[src/rtl/boothPkg.sv]
package boothPkg;
  // Strobes from the sequencer to the datapath, valid for the current cycle.
  typedef struct packed {
    logic load;   // capture operands and clear the accumulator
    logic step;   // fold in one recoded digit
    logic last;   // final digit: publish the result
  } ctlStrobes_t;
endpackage

[src/rtl/boothDigit.sv]
// Recodes one overlapping bit triplet {x[i+1], x[i], x[i-1]} into a selection
// for the signed digit -2*x[i+1] + x[i] + x[i-1].
module boothDigit (
  input  logic [2:0] triplet,
  output logic       selOne,
  output logic       selTwo,
  output logic       selNeg
);
  always_comb begin
    selOne = 1'b0;
    selTwo = 1'b0;
    selNeg = 1'b0;
    case (triplet)
      3'b001, 3'b010: selOne = 1'b1;                   // +1
      3'b011:         selTwo = 1'b1;                   // +2
      3'b100:         begin selTwo = 1'b1; selNeg = 1'b1; end  // -2
      3'b101, 3'b110: begin selOne = 1'b1; selNeg = 1'b1; end  // -1
      default: ;                                       // 0
    endcase
  end
endmodule

[src/rtl/boothCtl.sv]
module boothCtl #(
  parameter int W = 8
) (
  input  logic                  clk,
  input  logic                  rstN,
  input  logic                  startIn,
  output boothPkg::ctlStrobes_t ctl,
  output logic                  busy
);
  localparam int NDIG = (W + 1) / 2;
  localparam int CW   = $clog2(NDIG + 1);

  logic [CW-1:0] digitCnt;

  always_comb begin
    ctl.load = startIn && !busy;
    ctl.step = busy;
    ctl.last = busy && (digitCnt == CW'(NDIG - 1));
  end

  always_ff @(posedge clk or negedge rstN) begin
    if (!rstN) begin
      busy     <= 1'b0;
      digitCnt <= '0;
    end else if (ctl.load) begin
      busy     <= 1'b1;
      digitCnt <= '0;
    end else if (ctl.last) begin
      busy     <= 1'b0;
      digitCnt <= '0;
    end else if (ctl.step) begin
      digitCnt <= digitCnt + 1'b1;
    end
  end
endmodule

[src/rtl/boothDatapath.sv]
module boothDatapath #(
  parameter int W = 8
) (
  input  logic                  clk,
  input  logic                  rstN,
  input  boothPkg::ctlStrobes_t ctl,
  input  logic [W-1:0]          aIn,
  input  logic [W-1:0]          bIn,
  output logic [W-1:0]          prodOut,
  output logic                  validOut
);
  localparam int NDIG = (W + 1) / 2;        // recoded digits
  localparam int BEXT = 2 * NDIG + 1;       // multiplier plus reference bit
  localparam int PPW  = W + 2;              // +/-2*A needs two guard bits
  localparam int ACCW = 2 * NDIG + PPW + 1; // accumulator with one guard bit

  logic        [W-1:0]      aReg;
  logic        [BEXT-1:0]   mulReg;
  logic        [BEXT-1:0]   mulLoad;
  logic signed [ACCW-1:0]   acc;
  logic signed [ACCW-1:0]   ppWide;
  logic signed [ACCW-1:0]   sum;
  logic signed [ACCW-1:0]   accNext;
  logic signed [PPW-1:0]    aExt;
  logic signed [PPW-1:0]    ppMag;
  logic signed [PPW-1:0]    pp;
  logic                     selOne, selTwo, selNeg;
  logic                     overflow;
  logic        [W-1:0]      resultNext;

  // Reference bit below the LSB is 0; odd W gets one sign-extension bit.
  generate
    if (2 * NDIG == W) begin : g_even
      assign mulLoad = {bIn, 1'b0};
    end else begin : g_odd
      assign mulLoad = {bIn[W-1], bIn, 1'b0};
    end
  endgenerate

  boothDigit u_digit (
    .triplet (mulReg[2:0]),
    .selOne  (selOne),
    .selTwo  (selTwo),
    .selNeg  (selNeg)
  );

  always_comb begin
    aExt    = {{2{aReg[W-1]}}, aReg};
    ppMag   = selTwo ? (aExt <<< 1) : (selOne ? aExt : '0);
    pp      = selNeg ? -ppMag : ppMag;
    // Add at the top of the accumulator, then shift the sum right by one digit.
    ppWide  = {{(ACCW-PPW){pp[PPW-1]}}, pp} <<< (2 * NDIG);
    sum     = acc + ppWide;
    accNext = sum >>> 2;
    // After the last digit accNext is the exact 2W-bit product.
    overflow   = accNext[2*W-2] != accNext[ACCW-1];
    resultNext = overflow ? {1'b0, {(W-1){1'b1}}} : accNext[2*W-2:W-1];
  end

  always_ff @(posedge clk or negedge rstN) begin
    if (!rstN) begin
      aReg     <= '0;
      mulReg   <= '0;
      acc      <= '0;
      prodOut  <= '0;
      validOut <= 1'b0;
    end else begin
      validOut <= 1'b0;
      if (ctl.load) begin
        aReg   <= aIn;
        mulReg <= mulLoad;
        acc    <= '0;
      end else if (ctl.step) begin
        mulReg <= mulReg >> 2;
        acc    <= accNext;
        if (ctl.last) begin
          prodOut  <= resultNext;
          validOut <= 1'b1;
        end
      end
    end
  end
endmodule

[src/rtl/boothFracMul.sv]
module boothFracMul #(
  parameter int W = 8
) (
  input  logic         clk,
  input  logic         rstN,
  input  logic         startIn,
  input  logic [W-1:0] aIn,
  input  logic [W-1:0] bIn,
  output logic [W-1:0] prodOut,
  output logic         validOut
);
  boothPkg::ctlStrobes_t ctl;
  logic                  busy;

  boothCtl #(.W(W)) u_ctl (
    .clk     (clk),
    .rstN    (rstN),
    .startIn (startIn),
    .ctl     (ctl),
    .busy    (busy)
  );

  boothDatapath #(.W(W)) u_dp (
    .clk      (clk),
    .rstN     (rstN),
    .ctl      (ctl),
    .aIn      (aIn),
    .bIn      (bIn),
    .prodOut  (prodOut),
    .validOut (validOut)
  );
endmodule

[config.mk]
export PLATFORM = sky130hd
export DESIGN_NAME = boothFracMul
export DESIGN_NICKNAME = d
export VERILOG_FILES = /design/src/rtl/boothPkg.sv /design/src/rtl/boothDigit.sv /design/src/rtl/boothCtl.sv /design/src/rtl/boothDatapath.sv /design/src/rtl/boothFracMul.sv
export SDC_FILE = /design/constraint.sdc
export NUM_CORES = 1
export LEC_CHECK = 0
export BUFFER_PORTS_ARGS = -buffer_cell sky130_fd_sc_hd__buf_2
export CAP_MARGIN = 15
export CORE_ASPECT_RATIO = 0.75
export CORE_MARGIN = 5
export CORE_UTILIZATION = 55
export DETAILED_ROUTE_END_ITERATION = 6
export PLACE_DENSITY_LB_ADDON = 0.1
export SYNTH_ARGS = -nofsm -noshare
export SYNTH_HDL_FRONTEND = slang
export SYNTH_SLANG_ARGS = --single-unit
[constraint.sdc]
create_clock -name clk -period 4.8 [get_ports clk]
set_input_delay 0.48 -clock clk [delete_from_list [all_inputs] [get_ports clk]]
set_output_delay 0.48 -clock clk [all_outputs]
set_load 0.02 [all_outputs]
# After elaboration in Yosys (flattened, before gate mapping)
# Cells that the tools add are included.
# word_totals
register_bits	49
out_inout_bits	9
# op_classes
n_eq_ne	8
muxes	19
reduce_logical	10
n_bitwise	1
add_sub_neg	3
# ops
op	n
$mux W19	2
$mux W10	3
$add A19 B18 Y19	1
$mux W9	2
$neg A10 Y10	1
$eq A3 B2 Y1 const B	3
$eq A3 B3 Y1 const B	3
$mux W3	3
$mux W1	8
$mux W8	1
$reduce_bool A2 Y1	2
$reduce_or A4 Y1	1
$add A3 B1 Y3 const B	1
$eq A3 B1 Y1 const B	1
$reduce_and A3 Y1	1
$reduce_bool A3 Y1	1
$reduce_or A3 Y1	1
$logic_and A1 B1 Y1	2
$reduce_or A2 Y1	1
$logic_not A1 Y1	1
$ne A1 B1 Y1	1
$not A1 Y1	1

# Depth between registers and ports, before layout
# Gate-level depths: netlist of the first run.
# depth
word_depth	10
depth_mapped	21
mapped_depth_nobuf	19

# Modules after synthesis
# Synthesis of the first run repeated with hierarchy kept, for this count alone.
# unflattened
cells_unflattened	254
hier_area_um2	2478.6
# modules_own_cells
mod	instances	area_per_inst_um2	cells_per_inst
boothDatapath	1	2260.9	233
boothCtl	1	186.4	16
boothDigit	1	31.3	5

# Worst setup path before layout of the first run
# No wires, ideal clock.
# synth_path
path_kind	flip-flop to flip-flop
start	register u_dp.mulReg[0]
end	register u_dp.prodOut[6]
arrival_time_ns	4.094
setup_time_ns	0.127
setup_slack_ns	0.579
path_stages_with_launch	21
period_less_slack_ns	4.221
cell_sequence	dfrtp_1 -> buf_6 -> clkbuf_1 -> o211ai_1 -> o21ai_0 -> ha_1 -> nand2_1 -> a221o_2 -> a21oi_2 -> nand2b_1 -> xnor2_1 -> a221o_2 -> ha_1 -> a21oi_1 -> o21ai_0 -> a21oi_1 -> a21oi_1 -> xor2_1 -> ha_1 -> nor3_1 -> a21oi_1
# synth_via
elab_chain_cells	10
# synth_lines
item	line	text
start, declared	boothDatapath.sv:18	logic [BEXT-1:0] mulReg;
start signal, assigned	boothDatapath.sv:71	mulReg <= mulLoad;
start signal, assigned	boothDatapath.sv:74	mulReg <= mulReg >> 2;
$eq A3 B3 Y1 (tied with other cells)	boothDigit.sv:13	case (triplet)
$reduce_or A4 Y1 (no source line)	--	
$mux W1	boothDigit.sv:13	
$mux W10 (2 in series)	boothDatapath.sv:49	ppMag = selTwo ? (aExt <<< 1) : (selOne ? aExt : '0);
$neg A10 Y10	boothDatapath.sv:50	pp = selNeg ? -ppMag : ppMag;
$mux W10 (*)	boothDatapath.sv:50	
$add A19 B18 Y19 (*)	boothDatapath.sv:53	sum = acc + ppWide;
$ne A1 B1 Y1	boothDatapath.sv:56	overflow = accNext[2*W-2] != accNext[ACCW-1];
$mux W8 (*)	boothDatapath.sv:57	resultNext = overflow ? {1'b0, {(W-1){1'b1}}} : accNext[2*W-2:W-1];
end signal, assigned	boothDatapath.sv:77	prodOut <= resultNext;
end, declared	boothDatapath.sv:9	output logic [W-1:0] prodOut,
# Every way passes the cells marked *; elsewhere a longest branch is shown, timed or not.
# A chain may end at the register's enable or synchronous reset.

# Worst setup path in the final report of the first run
# Ends and elaborated chain as after synthesis.

==> impl_metrics.yaml, run 1 <==
run_status:
  outcome: "complete, no violations"
timing:
  rsz0062_at_grt: "false"
  max_slew_margin_pct: 29.5
  finalCritPeriodShare_pct: 91.6
  setup_viol: 0
  fin_skew_ps: 7.50
  worstMarginPinSlew_ps: 1050
  finalHoldViolCount: 0
  finalMaxSlewViolations: 0
  period_minus_slack_ps: 4400
  max_freq_mhz: 228
  finalSetupTns_ps: 0
global_route:
  grtUsageTotal_pct: 18.7
  grt_pass1_wl_mm: 9.92
  antenna_found_initial: 0
  grt_max_degree: 40
  grt_pass1_vias: 2010
  grt-ovfl-total: 0
place:
  port_buffers: 27
  place_congestion: 0.852
  hpwl_mm: 4.16
critical_path:
  r2r_end: "u_dp.prodOut[6]"
  critPathCaptureType: "flop"
  max_stage_delay_ps: 430
  reg2reg_from: "u_dp.mulReg[0]"
  worst_r2r_path_depth: 19
  critPathLaunchType: "flop"
  ff2ff_setup_slack_ps: 400
  critical_path_class: "flop to flop"
  worst_path_most_repeated_cell: "ha_1"
  critPathArrivalTime_ps: 4570
  critPathMaxFanout: 7
  worstPathCellList: "nor2b_1, a22o_1, o21ai_1, ha_1, nand2_1, a221o_2, a21oi_2, nand2b_1, xnor2_1, a221o_2, ha_1, nand2_1, o21ai_0, a21oi_2, a21oi_1, xor2_1, ha_1, nor3_1, a21oi_1"
  crit_required_ps: 4970
  slowest_stage: "dfrtp_1"
synthesis:
  ys_seq_area_share_pct: 36.8
  async_flop_share_pct: 100
  syn_area_per_cell_um2: 9.34
  syn_area_mm2: 0.00265
  netlist-cell-type-count: 52
  synthTopCellsByCount: "dfrtp_1, nor2_1, nand2_1, a21oi_1, o21ai_0"
  ys.flop_type: "dfrtp_1"
  synth_top_area_share_pct: 36.8
  synthCells: 284
  synth.net_count: 316
  ys_ff_latch: 39
  yosysWarnings: 0
  yosysTopAreaCell: "dfrtp_1"
  synthTopCellsByArea: "dfrtp_1, ha_1, nor2_1"
  synth_most_common_cell: "dfrtp_1"
  synth_edf_count: 0
routing:
  finalWirelength_mm: 5.70
  wl_per_cell_um: 15.8
  drt_iter0_markers: 177
  vias: 2131
  viasPerCell: 5.89
  drtPass1Iterations: 5
  postRouteAntennaNets: 0
  route.detailed.drc: 0
clock_network:
  cts_root_buffer: "clkbuf_8"
  clock_path_buffers: 2
  clk_latency_ps: 290
  cts_resized: 0
  postCtsSetupRepairBufs: 0
  hold_buffers: 0
  cts_tree: "done"
  cts_buffers: 5
  cts_sinks: 39
  h-tree-depth: 2
  clkTransAtPathRegs_ps: 80
floorplan:
  dieArea_mm2: 0.00633
  fp.dieW_um: 90.2
  die_y_um: 70.2
  rows: 21
  core-area_mm2: 0.00457
  ioPinCount: 28
  initial_utilization_pct: 58.0
job:
  maxCapViolCount: 0
finish:
  area_growth_pct: 8.30
  num-fill-cells: 393
  drive_gt1_share_pct: 18.7
  nets: 337
  diodes: 0
hold_path:
  worstHoldPathType: "input port to async pin"
## metrics by stage
stage,setup WS (ps),utilization (%),hold slack [ps],instance area (µm²),instances
6_report,405,62.9,305,2870,362
4_1_cts,266,62.8,327,2870,362
3_3_place_gp,475,61.0,472,2790,355
2_1_floorplan,579,-,184,2650,284
5_1_grt,55.8,62.9,379,2870,362
3_5_place_dp,287,61.0,476,2790,355
## layout by cell type (no fill, tap or decap), types with 9 or more instances in the layout
cell	synthesis	layout
dfrtp_1	39	39
nor2_1	32	32
buf_2	0	27
nand2_1	26	26
a21oi_1	19	18
o21ai_0	16	15
ha_1	12	12
mux2i_1	11	11
a22o_1	9	9
inv_1	9	9
## sequential cells by signal (all words and copies together), names as in the netlist
name	flops
u_dp.acc	9
u_dp.mulReg	9
u_dp.aReg	8
u_dp.prodOut	8
u_ctl.digitCnt	3
u_ctl.busy	1
u_dp.validOut	1
## logic make-up (layout without fill, tap and decap cells)
| family | after synthesis | count (layout) | share of synthesized area, % |
|---|---|---|---|
| buf+inv | 26 | 47 | 5.14 |
| compound gates | 81 | 81 | 22.2 |
| mux | 19 | 19 | 7.54 |
| flops | 39 | 39 | 36.8 |
| xor+xnor | 15 | 15 | 5.23 |
| fa+ha+maj | 13 | 13 | 6.41 |
| simple gates | 91 | 91 | 16.7 |
## layout make-up
cell class	instances	area (µm²)	area share [%]
clock inverter	2	13.8	0.479
inverter	9	33.8	1.18
sequential	39	976	34.0
clock buffer	5	68.8	2.39
tap	57	71.3	2.48
timing repair buffer	31	165	5.75
multi-input combinational	219	1550	53.8
## critical path: cells and delay by family (launching register included)
| kind | cells | cell delay (ps) |
|---|---|---|
| adder cells (fa/ha/maj) | 3 | 940 |
| AO/OA/AOI/OAI | 9 | 1930 |
| XOR/XNOR | 2 | 290 |
| AND/OR/NAND/NOR | 5 | 700 |
| flip-flops | 1 | 430 |
## routing by layer
metal	share of wire [%]	track usage [%]
met1	51	28.8
met2	43	26.1
met3	5.2	4.08
met4	0.82	5.12
met5	0	0
## worst max path at each step
| stage | cells past startpoint | end | from |
|---|---|---|---|
| final | 19 | u_dp.prodOut[6] | u_dp.mulReg[0] |
| after global routing | 19 | u_dp.prodOut[6] | u_dp.mulReg[0] |
| after CTS | 19 | u_dp.prodOut[6] | u_dp.mulReg[0] |
| after detailed placement | 19 | u_dp.prodOut[6] | u_dp.mulReg[0] |
| after global placement | 19 | u_dp.prodOut[6] | u_dp.mulReg[0] |
| after floorplan | 20 | u_dp.prodOut[6] | u_dp.mulReg[0] |
Power of run 1 is not shown: default switching activity piles up to over one toggle a cycle in this logic, so the estimate is an artifact.
==> run 2, diff against run 1 <==
--- a/config.mk
+++ b/config.mk
@@ -12,6 +12,7 @@
 export CORE_UTILIZATION = 55
 export DETAILED_ROUTE_END_ITERATION = 6
 export PLACE_DENSITY_LB_ADDON = 0.1
+export RECOVER_POWER = 50
 export SYNTH_ARGS = -nofsm -noshare
 export SYNTH_HDL_FRONTEND = slang
 export SYNTH_SLANG_ARGS = --single-unit
==> run 2 against run 1 <==
The flow now finishes with violations (max-capacitance violations, max-slew violations); register-to-register slack about the same; via count up 0.23%; hold slack better by 100 ps; global-route usage unchanged; setup slack better by 0.89 ps; non-clock buffer count unchanged; cell area about the same; final cell count unchanged.
==> impl_metrics.yaml, run 2 (synthesis gave the netlist of run 1 again) <==
clock_network:
  hold_buffers: 0
  clock_path_buffers: 2
  clk_latency_ps: 290
  cts_sinks: 39
  cts_root_buffer: "clkbuf_8"
  h-tree-depth: 2
  clkTransAtPathRegs_ps: 80
  cts_tree: "done"
  cts_buffers: 5
floorplan:
  rows: 21
  dieArea_mm2: 0.00633
  die_y_um: 70.2
  initial_utilization_pct: 58.0
  core-area_mm2: 0.00457
  ioPinCount: 28
  fp.dieW_um: 90.2
timing:
  max_freq_mhz: 228
  worstMarginPinSlew_ps: 2110
  finalSetupTns_ps: 0
  setup_viol: 0
  finalCritPeriodShare_pct: 91.5
  rsz0062_at_grt: "false"
  period_minus_slack_ps: 4390
  finalHoldViolCount: 0
  fin_skew_ps: 7.77
  max_slew_margin_pct: -40.6
  fin_hold_ws_ps: 405
  finalMaxSlewViolations: 40
place:
  hpwl_mm: 4.16
  dpl.cell_count: 355
  port_buffers: 27
  place_congestion: 0.852
hold_path:
  worstHoldPathType: "input port to flop"
  min_delay_path_depth: 3
routing:
  finalWirelength_mm: 5.70
  viasPerCell: 5.90
  postRouteAntennaNets: 0
  drt_iter0_markers: 177
  wl_per_cell_um: 15.7
  vias: 2136
  route.detailed.drc: 0
  drtPass1Iterations: 4
critical_path:
  critPathLaunchType: "flop"
  reg2reg_from: "u_dp.mulReg[0]"
  critPathMaxFanout: 7
  critical_path_class: "flop to flop"
  worst_r2r_path_depth: 19
  r2r_end: "u_dp.prodOut[6]"
  crit_required_ps: 4970
  critPathLaunch: "u_dp.mulReg[0]"
  critPathArrivalTime_ps: 4570
  cp-endpoint: "u_dp.prodOut[6]"
  ff2ff_setup_slack_ps: 410
  critPathCaptureType: "flop"
job:
  maxCapViolCount: 1
global_route:
  grt_pass1_wl_mm: 9.92
  grtUsageTotal_pct: 18.7
  grt-ovfl-total: 0
  grt_pass1_vias: 2010
  antenna_found_initial: 0
  grt_max_degree: 40
finish:
  multi_input_area_mm2: 0.00155
  layout_commonest_cell: "dfrtp_1"
  largestRegisters: "u_dp.acc: 9 flops, u_dp.mulReg: 9 flops"
  drive_gt1_share_pct: 18.0
  area_growth_pct: 8.20
  seq_area_um2: 976
  num-fill-cells: 392
  final_util_pct: 62.8
  mostFrequentLayoutCells: "dfrtp_1, nor2_1, nand2_1"
  fin_cells: 362
  diodes: 0
  nets: 337
run_status:
  outcome: "finished, violations left"
  violations: "max-capacitance violations, max-slew violations"
## run 2: changes by cell type in the layout (fill, tap and decap cells not counted)
| cell | before | now |
|---|---|---|
| buf_2 | 27 | 25 |
| clkbuf_1 | 0 | 2 |
## run 2: cell type report
type / count / area share (%)
multi-input cells: 219 / 53.8
flip-flops and latches: 39 / 34.0
repair buffers: 31 / 5.66
well taps: 57 / 2.48
clock buffers: 5 / 2.40
inverters: 9 / 1.18
clock inverters: 2 / 0.479
## run 2: what timing repair did
action	CTS	global route
resized for setup	0	2
setup buffers	0	0
setup endpoints to repair	0	7
## run 2: how the worst min path moves through the flow
stage / from / end / slack [ps]
floorplan: rstN / u_ctl.busy / 180
global placement: u_dp.mulReg[7] / u_dp.mulReg[5] / 470
detailed placement: u_dp.mulReg[4] / u_dp.mulReg[2] / 480
CTS: rstN / u_dp.mulReg[7] / 330
global route: aIn[6] / u_dp.aReg[6] / 420
finish: aIn[2] / u_dp.aReg[2] / 410
## run 2: through the flow
stage / setup slack (ps) / cell area, µm²
after detailed placement: 287 / 2790
after global placement: 475 / 2790
after global routing: 55.8 / 2870
after floorplan: 579 / 2650
final: 406 / 2870
after CTS: 266 / 2870
## run 2: metal layers
layer	vias up	part of all wire [%]	track usage [%]
met1	1010	50	28.8
met2	55	43	26.1
met3	4	5.7	4.08
li1	1067	-	-
met4	0	0.83	5.12
met5	-	0	0
## run 2: critical path: stages, from the launching register on
cell      delay [ps]
dfrtp_1          430
nor2b_1          190
a22o_1           210
o21ai_1          170
ha_1             250
nand2_1           70
a221o_2          320
a21oi_2          210
nand2b_1         150
xnor2_1           70
a221o_2          390
ha_1             340
nand2_1           80
o21ai_0          210
a21oi_2          100
a21oi_1          220
xor2_1           220
ha_1             350
nor3_1           210
a21oi_1           90
Power of run 2 is left out for the same reason.
==> run 3, diff against run 2 <==
--- a/config.mk
+++ b/config.mk
@@ -13,6 +13,8 @@
 export DETAILED_ROUTE_END_ITERATION = 6
 export PLACE_DENSITY_LB_ADDON = 0.1
 export RECOVER_POWER = 50
+export SETUP_SLACK_MARGIN = 0.3
 export SYNTH_ARGS = -nofsm -noshare
 export SYNTH_HDL_FRONTEND = slang
+export SYNTH_HIERARCHICAL = 1
 export SYNTH_SLANG_ARGS = --single-unit
==> run 3 against run 2 <==
The run still ends with max-capacitance violations, max-slew violations left; critical path depth is 2 lower; die area is 5.8% lower; first-iteration DRC count is 2.3% higher; flip-flop and latch count stayed put; setup slack better by 200 ps; synthesized cell count is 11% lower; synthesized area is 6.6% lower; critical path type unchanged; sequential share of layout area is 1.4 points higher; core utilization is 0.36 points lower; non-clock buffer count is 2 lower; via count is 9.6% lower; highest routed layer unchanged.
==> impl_metrics.yaml, run 3 <==
critical_path:
  critPathMaxFanout: 18
  reg2reg_from: "u_dp/mulReg[1]"
  r2r_end: "u_dp/prodOut[6]"
  critPathArrivalTime_ps: 4380
  critPathCaptureType: "flop"
  crit_required_ps: 4980
  ff2ff_setup_slack_ps: 600
  worst_r2r_path_depth: 17
  critPathLaunchType: "flop"
  critical_path_class: "flop to flop"
floorplan:
  fp.dieW_um: 87.5
  die_y_um: 68.1
  initial_utilization_pct: 56.2
  ioPinCount: 28
  rows: 21
  dieArea_mm2: 0.00596
  core-area_mm2: 0.00441
clock_network:
  h-tree-depth: 2
  clkTransAtPathRegs_ps: 80
  hold_buffers: 0
  postCtsSetupRepairBufs: 0
  cts_buffers: 5
  clk_latency_ps: 290
  cts_root_buffer: "clkbuf_8"
  cts_tree: "done"
  cts_sinks: 39
  clock_path_buffers: 2
routing:
  postRouteAntennaNets: 0
  finalWirelength_mm: 4.98
  wl_per_cell_um: 15.0
  viasPerCell: 5.81
  route.detailed.drc: 0
  vias: 1930
  drt_iter0_markers: 181
  drtPass1Iterations: 6
global_route:
  met1_usage_pct: 25.4
  use_met2_pct: 27.3
  grt-ovfl-total: 0
  grt_pass1_vias: 1735
  top_usage_layer: "met2"
  antenna_found_initial: 0
  use_met3_pct: 3.97
  grtUsageTotal_pct: 17.9
  grt_pass1_wl_mm: 8.31
  grt_max_degree: 42
synthesis:
  async_flop_share_pct: 100
  synthTopCellsByArea: "dfrtp_1, ha_1, o21ai_0"
  synth.net_count: 287
  synth_edf_count: 0
  synthTopCellsByCount: "dfrtp_1, nand2_1, o21ai_0, nor2_1, ha_1"
  syn_area_mm2: 0.00248
  yosysTopAreaCell: "dfrtp_1"
  yosysWarnings: 6
  ys_seq_area_share_pct: 39.4
  netlist-cell-type-count: 50
  synth_top_area_share_pct: 39.4
  synth_most_common_cell: "dfrtp_1"
  ys.flop_type: "dfrtp_1"
  syn_area_per_cell_um2: 9.76
  synthCells: 254
  ys_ff_latch: 39
finish:
  nets: 307
  mostFrequentLayoutCells: "dfrtp_1, nand2_1, o21ai_0"
  drive_gt1_share_pct: 17.5
  largestRegisters: "u_dp/acc: 9 flops, u_dp/mulReg: 9 flops"
  layout_commonest_cell: "dfrtp_1"
  diodes: 0
  area_growth_pct: 11.2
timing:
  max_freq_mhz: 238
  setup_viol: 0
  period_minus_slack_ps: 4200
  fin_skew_ps: 5.81
  rsz0062_at_grt: "false"
  max_slew_margin_pct: -36.1
  finalSetupTns_ps: 0
  worstMarginPinSlew_ps: 2040
  finalCritPeriodShare_pct: 87.5
  finalHoldViolCount: 0
  finalMaxSlewViolations: 40
place:
  port_buffers: 27
  hpwl_mm: 3.53
  place_congestion: 0.833
hold_path:
  whs_endpoint: "u_dp/mulReg[4]"
  min_from: "bIn[3]"
  min_delay_path_depth: 3
  worstHoldPathType: "input port to flop"
run_status:
  outcome: "finished, violations left"
  violations: "max-capacitance violations, max-slew violations"
job:
  maxCapViolCount: 1
==> run 3: changes by cell type after synthesis, moves of 4 or more <==
| cell | previous run | this run |
|---|---|---|
| a21oi_1 | 19 | 4 |
| nor2b_1 | 8 | 4 |
| a21o_1 | 3 | 7 |
| nor3_1 | 5 | 0 |
| nor4b_1 | 0 | 4 |
| a22o_1 | 9 | 4 |
| buf_6 | 5 | 1 |
| inv_1 | 9 | 5 |
| nor2_1 | 32 | 15 |
| o21ai_0 | 16 | 24 |
==> run 3: cells by family after synthesis <==
family	synth area share, %
DFF	39.4
xor gates and xnor gates	5.30
buffers and inverters	3.74
adders and majority gates	7.37
muxes	8.08
and+or+nand+nor	16.4
AOI/OAI and AO/OA	19.7
==> run 3: worst max-delay path, cell delays in order, from the launching register on <==
cell and delay, ps:
dfrtp_1 440, nand2b_1 170, o22ai_1 290, buf_4 270
a22oi_1 130, ha_1 310, inv_1 50, mux2i_1 110
fa_1 450, a21o_1 180, a21o_1 210, a21oi_1 340
o211ai_1 160, nand2_1 90, ha_1 270, or3_1 400
mux2i_1 160, nor2_1 60
==> run 3: area by class of cell <==
| cell class | instances | area (µm²) |
|---|---|---|
| Inverter | 5 | 18.8 |
| Clock inverter | 2 | 38.8 |
| Sequential cell | 39 | 976 |
| Tap cell | 57 | 71.3 |
| Timing Repair Buffer | 29 | 144 |
| Fill cell | 388 | 1660 |
| Multi-Input combinational cell | 194 | 1430 |
| Clock buffer | 6 | 82.6 |
==> run 3: how the worst max path moves through the flow <==
stage              startpoint              end  slack (ps)  depth (start not counted)
2_1_floorplan  u_dp/mulReg[1]  u_dp/prodOut[6]         960                         18
3_5_place_dp   u_dp/mulReg[1]  u_dp/prodOut[6]         360                         16
6_report       u_dp/mulReg[1]  u_dp/prodOut[6]         600                         17
5_1_grt        u_dp/mulReg[1]  u_dp/prodOut[6]         300                         17
4_1_cts        u_dp/mulReg[1]  u_dp/prodOut[6]         340                         16
3_3_place_gp   u_dp/mulReg[1]  u_dp/prodOut[6]         590                         16
==> run 3: stage by stage <==
stage                     hold slack (ps)  cells  worst slack (ps)  utilization (%)  instance area (µm²)
after global placement                445    324               585             59.5                 2630
after detailed placement              456    324               361             59.5                 2630
after global routing                  391    332               300             62.4                 2760
after CTS                             324    332               341             62.2                 2750
after floorplan                       184    254               955                -                 2480
final                                 386    332               602             62.4                 2760
==> run 3: layer usage <==
| metal | wire, µm | vias to the layer above |
|---|---|---|
| met1 | 2620 | 921 |
| met3 | 181 | 4 |
| met2 | 2140 | 36 |
| li1 | - | 969 |
| met5 | 0 | - |
| met4 | 38 | 0 |
==> run 3: what timing repair did <==
action | CTS | global route
gates resized for setup | 0 | 3
setup endpoints to repair | 0 | 6
endpoints found under the hold margin | 0 | 0
Power of run 3 is left out for the same reason.
